--- src/rtl/dac_seq_pkg.sv ---
package dac_seq_pkg;
  typedef enum logic [2:0] {
    ST_CFG, ST_IDLE, ST_WR_HI, ST_WR_LO, ST_LD_GAP, ST_LD_LOW
  } seq_state_e;

  typedef enum logic [1:0] {PH_SETUP, PH_STROBE, PH_HOLD} wr_phase_e;

  localparam logic [1:0] DAC_ADDR_LO  = 2'd0;
  localparam logic [1:0] DAC_ADDR_HI  = 2'd1;
  localparam logic [1:0] DAC_ADDR_CFG = 2'd3;
endpackage

--- src/rtl/dac_tick_div.sv ---
module dac_tick_div #(
  parameter int unsigned DIV = 50
) (
  input  logic clk_i,
  input  logic rst_ni,
  output logic tick_o
);
  localparam int unsigned CW = (DIV > 1) ? $clog2(DIV) : 1;

  logic [CW-1:0] cnt_q;

  always_ff @(posedge clk_i or negedge rst_ni) begin
    if (!rst_ni) begin
      cnt_q  <= '0;
      tick_o <= 1'b0;
    end else if (cnt_q == CW'(DIV - 1)) begin
      cnt_q  <= '0;
      tick_o <= 1'b1;
    end else begin
      cnt_q  <= cnt_q + CW'(1);
      tick_o <= 1'b0;
    end
  end
endmodule

--- src/rtl/dac_wave_table.sv ---
module dac_wave_table #(
  parameter int unsigned SAMPLES = 32,
  parameter int unsigned HI_KEEP = 4,
  localparam int unsigned BYTES  = SAMPLES * 2,
  localparam int unsigned AW     = $clog2(BYTES),
  localparam int unsigned IW     = AW - 1
) (
  input  logic               clk_i,
  input  logic               rst_ni,
  input  logic               we_i,
  input  logic [AW-1:0]      waddr_i,
  input  logic [7:0]         wdata_i,
  input  logic [IW-1:0]      ridx_i,
  output logic [HI_KEEP-1:0] rhi_o,
  output logic [7:0]         rlo_o
);
  logic [7:0] mem_q [BYTES];

  always_ff @(posedge clk_i or negedge rst_ni) begin
    if (!rst_ni) begin
      for (int i = 0; i < int'(BYTES); i++) mem_q[i] <= '0;
    end else if (we_i) begin
      mem_q[waddr_i] <= wdata_i;
    end
  end

  // even byte = upper, odd byte = lower
  assign rhi_o = mem_q[{ridx_i, 1'b0}][HI_KEEP-1:0];
  assign rlo_o = mem_q[{ridx_i, 1'b1}];
endmodule

--- src/rtl/dac_bus_seq.sv ---
module dac_bus_seq
  import dac_seq_pkg::*;
#(
  parameter int unsigned SAMPLES   = 32,
  parameter int unsigned PHASE_CYC = 2,
  parameter int unsigned HI_KEEP   = 4,
  parameter logic [7:0]  CFG_WORD  = 8'h11,
  localparam int unsigned PW  = $clog2(SAMPLES * 2),
  localparam int unsigned CCW = (PHASE_CYC > 1) ? $clog2(PHASE_CYC) : 1
) (
  input  logic               clk_i,
  input  logic               rst_ni,
  input  logic               tick_i,
  input  logic [HI_KEEP-1:0] rhi_i,
  input  logic [7:0]         rlo_i,
  output logic [PW-2:0]      ridx_o,
  output logic               cs_no,
  output logic               we_no,
  output logic [1:0]         addr_o,
  output logic [7:0]         data_o,
  output logic               ldac_no,
  output logic               overrun_o
);
  seq_state_e        state_q, state_d;
  wr_phase_e         ph_q, ph_d;
  logic [CCW-1:0]    cyc_q, cyc_d;
  logic [PW-1:0]     ptr_q, ptr_d;
  logic [HI_KEEP-1:0] smp_hi_q;
  logic [7:0]        smp_lo_q;

  logic       phase_end, is_wr;
  logic [1:0] wr_addr;
  logic [7:0] wr_data;

  assign phase_end = (cyc_q == CCW'(PHASE_CYC - 1));
  assign is_wr     = (state_q == ST_CFG) || (state_q == ST_WR_HI) || (state_q == ST_WR_LO);
  assign ridx_o    = ptr_q[PW-1:1];

  always_comb begin
    state_d = state_q;
    ph_d    = ph_q;
    cyc_d   = cyc_q;
    ptr_d   = ptr_q;
    unique case (state_q)
      ST_IDLE: if (tick_i) begin
        state_d = ST_WR_HI;
        ph_d    = PH_SETUP;
        cyc_d   = '0;
      end
      ST_CFG, ST_WR_HI, ST_WR_LO: begin
        if (phase_end) begin
          cyc_d = '0;
          if (ph_q == PH_HOLD) begin
            ph_d = PH_SETUP;
            unique case (state_q)
              ST_CFG:   state_d = ST_IDLE;
              ST_WR_HI: state_d = ST_WR_LO;
              default: begin
                state_d = ST_LD_GAP;
                ptr_d   = ptr_q + PW'(2);
              end
            endcase
          end else begin
            ph_d = wr_phase_e'(ph_q + 2'd1);
          end
        end else begin
          cyc_d = cyc_q + CCW'(1);
        end
      end
      ST_LD_GAP: begin
        cyc_d = phase_end ? '0 : cyc_q + CCW'(1);
        if (phase_end) state_d = ST_LD_LOW;
      end
      ST_LD_LOW: begin
        cyc_d = phase_end ? '0 : cyc_q + CCW'(1);
        if (phase_end) state_d = ST_IDLE;
      end
      default: state_d = ST_IDLE;
    endcase
  end

  always_comb begin
    unique case (state_q)
      ST_CFG:   begin wr_addr = DAC_ADDR_CFG; wr_data = CFG_WORD; end
      ST_WR_HI: begin wr_addr = DAC_ADDR_HI;  wr_data = {{(8-HI_KEEP){1'b0}}, smp_hi_q}; end
      ST_WR_LO: begin wr_addr = DAC_ADDR_LO;  wr_data = smp_lo_q; end
      default:  begin wr_addr = '0;           wr_data = '0; end
    endcase
  end

  always_ff @(posedge clk_i or negedge rst_ni) begin
    if (!rst_ni) begin
      state_q   <= ST_CFG;
      ph_q      <= PH_SETUP;
      cyc_q     <= '0;
      ptr_q     <= '0;
      smp_hi_q  <= '0;
      smp_lo_q  <= '0;
      overrun_o <= 1'b0;
      cs_no     <= 1'b1;
      we_no     <= 1'b1;
      addr_o    <= '0;
      data_o    <= '0;
      ldac_no   <= 1'b1;
    end else begin
      state_q <= state_d;
      ph_q    <= ph_d;
      cyc_q   <= cyc_d;
      ptr_q   <= ptr_d;
      // sample frozen at acceptance so table writes cannot disturb the bus
      if (state_q == ST_IDLE && tick_i) begin
        smp_hi_q <= rhi_i;
        smp_lo_q <= rlo_i;
      end
      if (tick_i && state_q != ST_IDLE) overrun_o <= 1'b1;
      // registered pins: glitch-free, uniform one-cycle lag
      cs_no   <= !is_wr;
      we_no   <= !(is_wr && ph_q == PH_STROBE);
      addr_o  <= wr_addr;
      data_o  <= wr_data;
      ldac_no <= (state_q != ST_LD_LOW);
    end
  end
endmodule

--- src/rtl/dac_wave_seq.sv ---
module dac_wave_seq #(
  parameter int unsigned SAMPLES   = 32,
  parameter int unsigned TICK_DIV  = 50,
  parameter int unsigned PHASE_CYC = 2,
  parameter logic [7:0]  CFG_WORD  = 8'h11,
  localparam int unsigned TAW      = $clog2(SAMPLES * 2)
) (
  input  logic           clk_i,
  input  logic           rst_ni,
  input  logic           tbl_we_i,
  input  logic [TAW-1:0] tbl_addr_i,
  input  logic [7:0]     tbl_data_i,
  output logic           dac_cs_no,
  output logic           dac_we_no,
  output logic [1:0]     dac_addr_o,
  output logic [7:0]     dac_data_o,
  output logic           dac_ldac_no,
  output logic           overrun_o
);
  localparam int unsigned HI_KEEP = 4;  // 12-bit word: upper byte carries 4 bits

  logic           tick;
  logic [TAW-2:0] ridx;
  logic [HI_KEEP-1:0] rhi;
  logic [7:0]     rlo;

  dac_tick_div #(.DIV(TICK_DIV)) u_div (
    .clk_i (clk_i),
    .rst_ni(rst_ni),
    .tick_o(tick)
  );

  dac_wave_table #(.SAMPLES(SAMPLES), .HI_KEEP(HI_KEEP)) u_tbl (
    .clk_i  (clk_i),
    .rst_ni (rst_ni),
    .we_i   (tbl_we_i),
    .waddr_i(tbl_addr_i),
    .wdata_i(tbl_data_i),
    .ridx_i (ridx),
    .rhi_o  (rhi),
    .rlo_o  (rlo)
  );

  dac_bus_seq #(
    .SAMPLES  (SAMPLES),
    .PHASE_CYC(PHASE_CYC),
    .HI_KEEP  (HI_KEEP),
    .CFG_WORD (CFG_WORD)
  ) u_seq (
    .clk_i    (clk_i),
    .rst_ni   (rst_ni),
    .tick_i   (tick),
    .rhi_i    (rhi),
    .rlo_i    (rlo),
    .ridx_o   (ridx),
    .cs_no    (dac_cs_no),
    .we_no    (dac_we_no),
    .addr_o   (dac_addr_o),
    .data_o   (dac_data_o),
    .ldac_no  (dac_ldac_no),
    .overrun_o(overrun_o)
  );
endmodule

--- config.mk ---
export PLATFORM = sky130hd
export DESIGN_NAME = dac_wave_seq
export DESIGN_NICKNAME = d
export VERILOG_FILES = /design/src/rtl/dac_seq_pkg.sv /design/src/rtl/dac_tick_div.sv /design/src/rtl/dac_wave_table.sv /design/src/rtl/dac_bus_seq.sv /design/src/rtl/dac_wave_seq.sv
export SDC_FILE = /design/constraint.sdc
export NUM_CORES = 1
export LEC_CHECK = 0
export ABC_AREA = 0
export BUFFER_PORTS_ARGS = -buffer_cell sky130_fd_sc_hd__buf_2
export CAP_MARGIN = 10
export CORE_MARGIN = 4
export CORE_UTILIZATION = 35
export CTS_CLUSTER_SIZE = 8
export DETAILED_ROUTE_END_ITERATION = 7
export PLACE_DENSITY = 0.47
export SETUP_SLACK_MARGIN = 0.2
export SLEW_MARGIN = 5
export SYNTH_ARGS = -nofsm -noshare
export SYNTH_HDL_FRONTEND = slang
export SYNTH_SLANG_ARGS = --single-unit
--- constraint.sdc ---
create_clock -name clk_i -period 2.23 [get_ports clk_i]
set_input_delay 0.223 -clock clk_i [delete_from_list [all_inputs] [get_ports clk_i]]
set_output_delay 0.223 -clock clk_i [all_outputs]
set_load 0.005 [all_outputs]
# Word level (Yosys, flattened, before mapping)
# Index checks and enable logic that the tools add are counted.
# word_totals
regBits	557
output_inout_bits	14
wordCells	150
# classes
addsub	4
order_cmp	4
n_eq_ne	15
muxes	27
bitwise	4
reduce_logical	18
# ops
cell	count
512-bit bitwise mux	1
8-bit binary-select mux with 6-bit select	2
8-bit demux with 6-bit select	1
8-bit two-way mux	3
8-bit case mux with 3 select lines	1
7-bit greater-or-equal comparator, second input constant	3
6-bit NOT with 7-bit output	3
3-bit two-way mux	5
3-bit case mux with 4 select lines	1
4-bit two-way mux	2
2-bit by 1-bit != test with 1-bit output, second input constant	4
2-bit case mux with 2 select lines	2
7-bit by 1-bit < comparator with 1-bit output, second input constant	1
6-bit by 1-bit adder with 6-bit output, second input constant	1
6-bit by 2-bit adder with 6-bit output, second input constant	1
3-bit by 2-bit equality test with 1-bit output, second input constant	2
3-bit equality test, second input constant	2
6-bit equality test, second input constant	1
2-bit two-way mux	3
6-bit two-way mux	1
3-bit case mux with 2 select lines	1
5-bit AND reduction	1
5-bit OR reduction	1
1-bit logical AND	4
20 further kinds	25

# Longest topological paths before layout
# logic_depth
word_depth	6
ltp_mapped	8

# Modules after synthesis
# Synthesis repeated with hierarchy kept, for this count alone.
# hier_totals
hier_cells	1482
area_unflattened_um2	19899.1
# modules_own_cells
mod	n_inst	cells_per_inst	area_per_inst_um2	seq_area_each_um2
dac_wave_table	1	1334	18032.3	9609.2
dac_bus_seq	1	121	1556.5	929.6
dac_tick_div	1	27	310.3	175.2

# Worst setup path after synthesis
# OpenSTA, ideal clock, no wires.
# synth_timing
path_kind	flip-flop to flip-flop
from	register u_seq.ptr_q[1]
to	register u_seq.smp_lo_q[2]
arrival_time_ns	1.768
required_time_ns	2.094
setup_slack_ns	0.326
stages_incl_launch_ff	7
n_path_buf	2
period_less_slack_ns	1.904
cell_sequence	dfrtp_1 buf_6 buf_6 mux4_2 mux2_2 a221oi_2 o41ai_2
# synth_via
elab_chain_len	4
# synth_rtl
item	line_no	rtl
from (decl)	dac_bus_seq.sv:27	logic [PW-1:0] ptr_q, ptr_d;
from (signal assigned)	dac_bus_seq.sv:109	ptr_q <= ptr_d;
6-bit NOT with 7-bit output (implied by the code)	dac_wave_table.sv:29	assign rlo_o = mem_q[{ridx_i, 1'b1}];
8-bit binary-select mux with 6-bit select	dac_wave_table.sv:29	
8-bit two-way mux (implied by the code) (2 in a row)	dac_wave_table.sv:29	
to (signal assigned)	dac_bus_seq.sv:113	smp_lo_q <= rlo_i;
to (decl)	dac_bus_seq.sv:29	logic [7:0] smp_lo_q;
# Every way passes these cells. The select of a mux whose other input is x is not followed.
# A chain may end at the register's enable or synchronous reset.

# Worst setup path in the final report
# layout_timing
from	register u_seq.ptr_q[1]
to	register u_seq.smp_lo_q[7]
# Same word-level chain as after synthesis.

==> metrics.txt <==
Yosys cell types=53; via count=12100; Fin. Hold Viols=0; r2r worst-path depth=6; DP HPWL=~36000 um; ys async rst share=100%; worst setup margin=83.4 ps; Root Driver=clkbuf_16; All-Layer GR Usage=a little under a fifth; Max transition margin=49.2%; Synth Flop Type=dfrtp_1; Crit path max-delay family=multiplexers; total gr overflow=0; register area share after synthesis=roughly 54%; Critical Path End Type=register; crit-path max cell delay=a little under 500 ps; syn avg cell area=~14 um2; nets@finish=~1500; fin cells=2285; Final Cell Area=24000 um2; flops & latches, synth=about 430; commonest non-fill, non-tap cell in the layout=dfrtp_1; Inst Count DP=2185; Util after Layout=42.6%; total of fill cells in the finished design=5181; endpoints failing setup=0; DRT iter0 DRCs=between 500 and 600; Power, Total=just under 20 mW; drt total wl=55600 um; Max Slew Vio Count=0; Slew @ Worst Pin=762 ps; Inserted Diodes=0; most frequent cells in the layout=422 x dfrtp_1, 396 x mux2_2, 99 x buf_4; Synth Net Count=1407; Post-DRT Antenna Nets=0; final worst path period share=96.3%; share of cells above drive strength 1=between 50 and 60%; Max IR drop VDD=571 uV; # DRC=0; CP Launch Type=register; Max-Cap Viols=0; Worst path depth=6; Clk pin slew, worst setup/hold paths=60 ps; Post-Place Worst Slack=-105 ps; 1st-pass router iterations=5; # IOs=31; clock sink count=between 400 and 500; Rows=87; CP Cell Sequence=buf_12 -> buf_16 -> mux4_2 -> mux2_4 -> a221oi_2 -> o41ai_1; f_max=466 MHz; WL/cell=about 24 um; Synth Cell Area=19900 um2; worst-path fanout max=6; PortBufs=30; vias per cell=5.28; hold slack=between 150 and 200 ps; required time of the critical path=approximately 2700 ps; Die ar.=60600 um2; Starting Density=35.3%; first-pass GRT wire length=~85000 um; core box area=56300 um2; die width=246 um; initial antenna violation count=0; Worst Path Arrival=2630 ps; CTS tree=yes; reg-to-reg slack, setup=about 83 ps; GP Congestion=a little under 0.8; number of synthesized flops with an enable pin=0; area grow syn2layout=20.7%; min Tclk post-route=2150 ps; WP buf/inv=2; slowest CP cell=mux4_2; worst hold path type=input port to asynchronous set/reset pin; die height=246 um; CTS buffer count=59; clock latency at the later pin of the worst-skew pair=slightly above 600 ps; Lkg Pwr=10.6 nW; Cells after Synth=1385; status=finished clean; RSZ-0062 raised after global routing=true; Post-Route Skew=21.9 ps; H-tree depth=2; post-place instance area=21500 um2; crit path kind=register to register; Ys Warns=0; maximum clock path buffer count=3; power density over the cells=801 nW/um2; largest net degree at the start of global routing=65; setup TNS=0 ps; vias in the first global route=12800
## cells by family after synthesis
logic type / after synthesis / synth area share [%]
buffers and inverters: 105 / 2.75
AND/OR/NAND/NOR: 198 / 5.12
multiplexers: 534 / 33.2
AO/OA/AOI/OAI: 108 / 4.35
flip-flops: 428 / 54.0
XOR/XNOR: 7 / 0.309
adder cells (fa/ha/maj): 5 / 0.315
## flip-flops by register name, indices dropped and copies added (netlist names)
signal	cells
u_div.cnt_q	6
u_div.tick_o	1
u_seq.addr_o	2
u_seq.cs_no	1
u_seq.cyc_q	1
u_seq.data_o	8
u_seq.ldac_no	1
u_seq.overrun_o	1
u_seq.ph_q	2
u_seq.ptr_q	5
u_seq.smp_hi_q	4
u_seq.smp_lo_q	8
u_seq.state_q	3
u_seq.we_no	1
u_tbl.mem_q	384
## area by class of cell
cell class,instances,area (um2),area share [%]
sequential,428,10700,44.7
multi-input combinational,852,9070,37.8
timing repair buffer,166,1620,6.74
clock buffer,75,1570,6.54
tap,756,946,3.95
clock inverter,2,25.0,0.104
inverter,6,22.5,0.0940
## power by group
group          internal [mW]  switching (mW)
logic                   1.15           0.851
clock network           4.80            3.24
registers               8.71           0.464
## what timing repair did
action                                  4_1_cts  5_1_grt
buffers inserted                             10        5
gates resized for setup                      69       26
endpoints found under the hold margin        41        0
endpoints found under the setup margin       12       12
pin swaps                                    15       13
gates cloned                                  5        2
hold buffers                                  1        0
## metal layers
metal  track usage, %  vias up  share of wire (%)
li1                 -     5351                  -
met1             26.0     6425                 46
met2             30.7      209                 48
met3             2.83       80                3.4
met4             4.51        0                2.0
met5                0        -                  0
## cell usage after synthesis, drive strengths merged, types with 4 or more instances
cell | n | area (um2)
a21oi | 17 | 85.1
ha | 5 | 62.6
and2 | 5 | 31.3
nand2b | 20 | 125
nor2b | 20 | 125
nand2 | 54 | 203
inv | 5 | 18.8
o41ai | 12 | 113
mux4 | 60 | 1350
nand3 | 12 | 60.1
mux2 | 397 | 4470
clkbuf | 63 | 236
mux2i | 77 | 771
nor2 | 55 | 264
a22oi | 24 | 180
and3 | 4 | 25.0
buf | 36 | 288
dfrtp | 425 | 10600
nor3 | 7 | 35.0
o21ai | 9 | 45.0
or2 | 6 | 37.5
a2111oi | 9 | 82.6
nand4 | 4 | 25.0
xnor2 | 4 | 35.0
a221oi | 24 | 254
## worst paths after layout
kind	from	to
min in group clk_i	tbl_data_i[3]	u_tbl.mem_q[419]$_DFFE_PN0P_
worst max register to register	u_seq.ptr_q[1]$_DFFE_PN0P_	u_seq.smp_lo_q[7]$_DFFE_PN0P_
worst max-delay path	u_seq.ptr_q[1]$_DFFE_PN0P_	u_seq.smp_lo_q[7]$_DFFE_PN0P_
worst min-delay path	rst_ni	u_div.cnt_q[5]$_DFF_PN0_
worst min register to register	u_seq.overrun_o$_DFFE_PN0P_	u_seq.overrun_o$_DFFE_PN0P_
max in group asynchronous	rst_ni	u_tbl.mem_q[203]$_DFFE_PN0P_
Note: power is estimated with default switching activity, not from simulation.
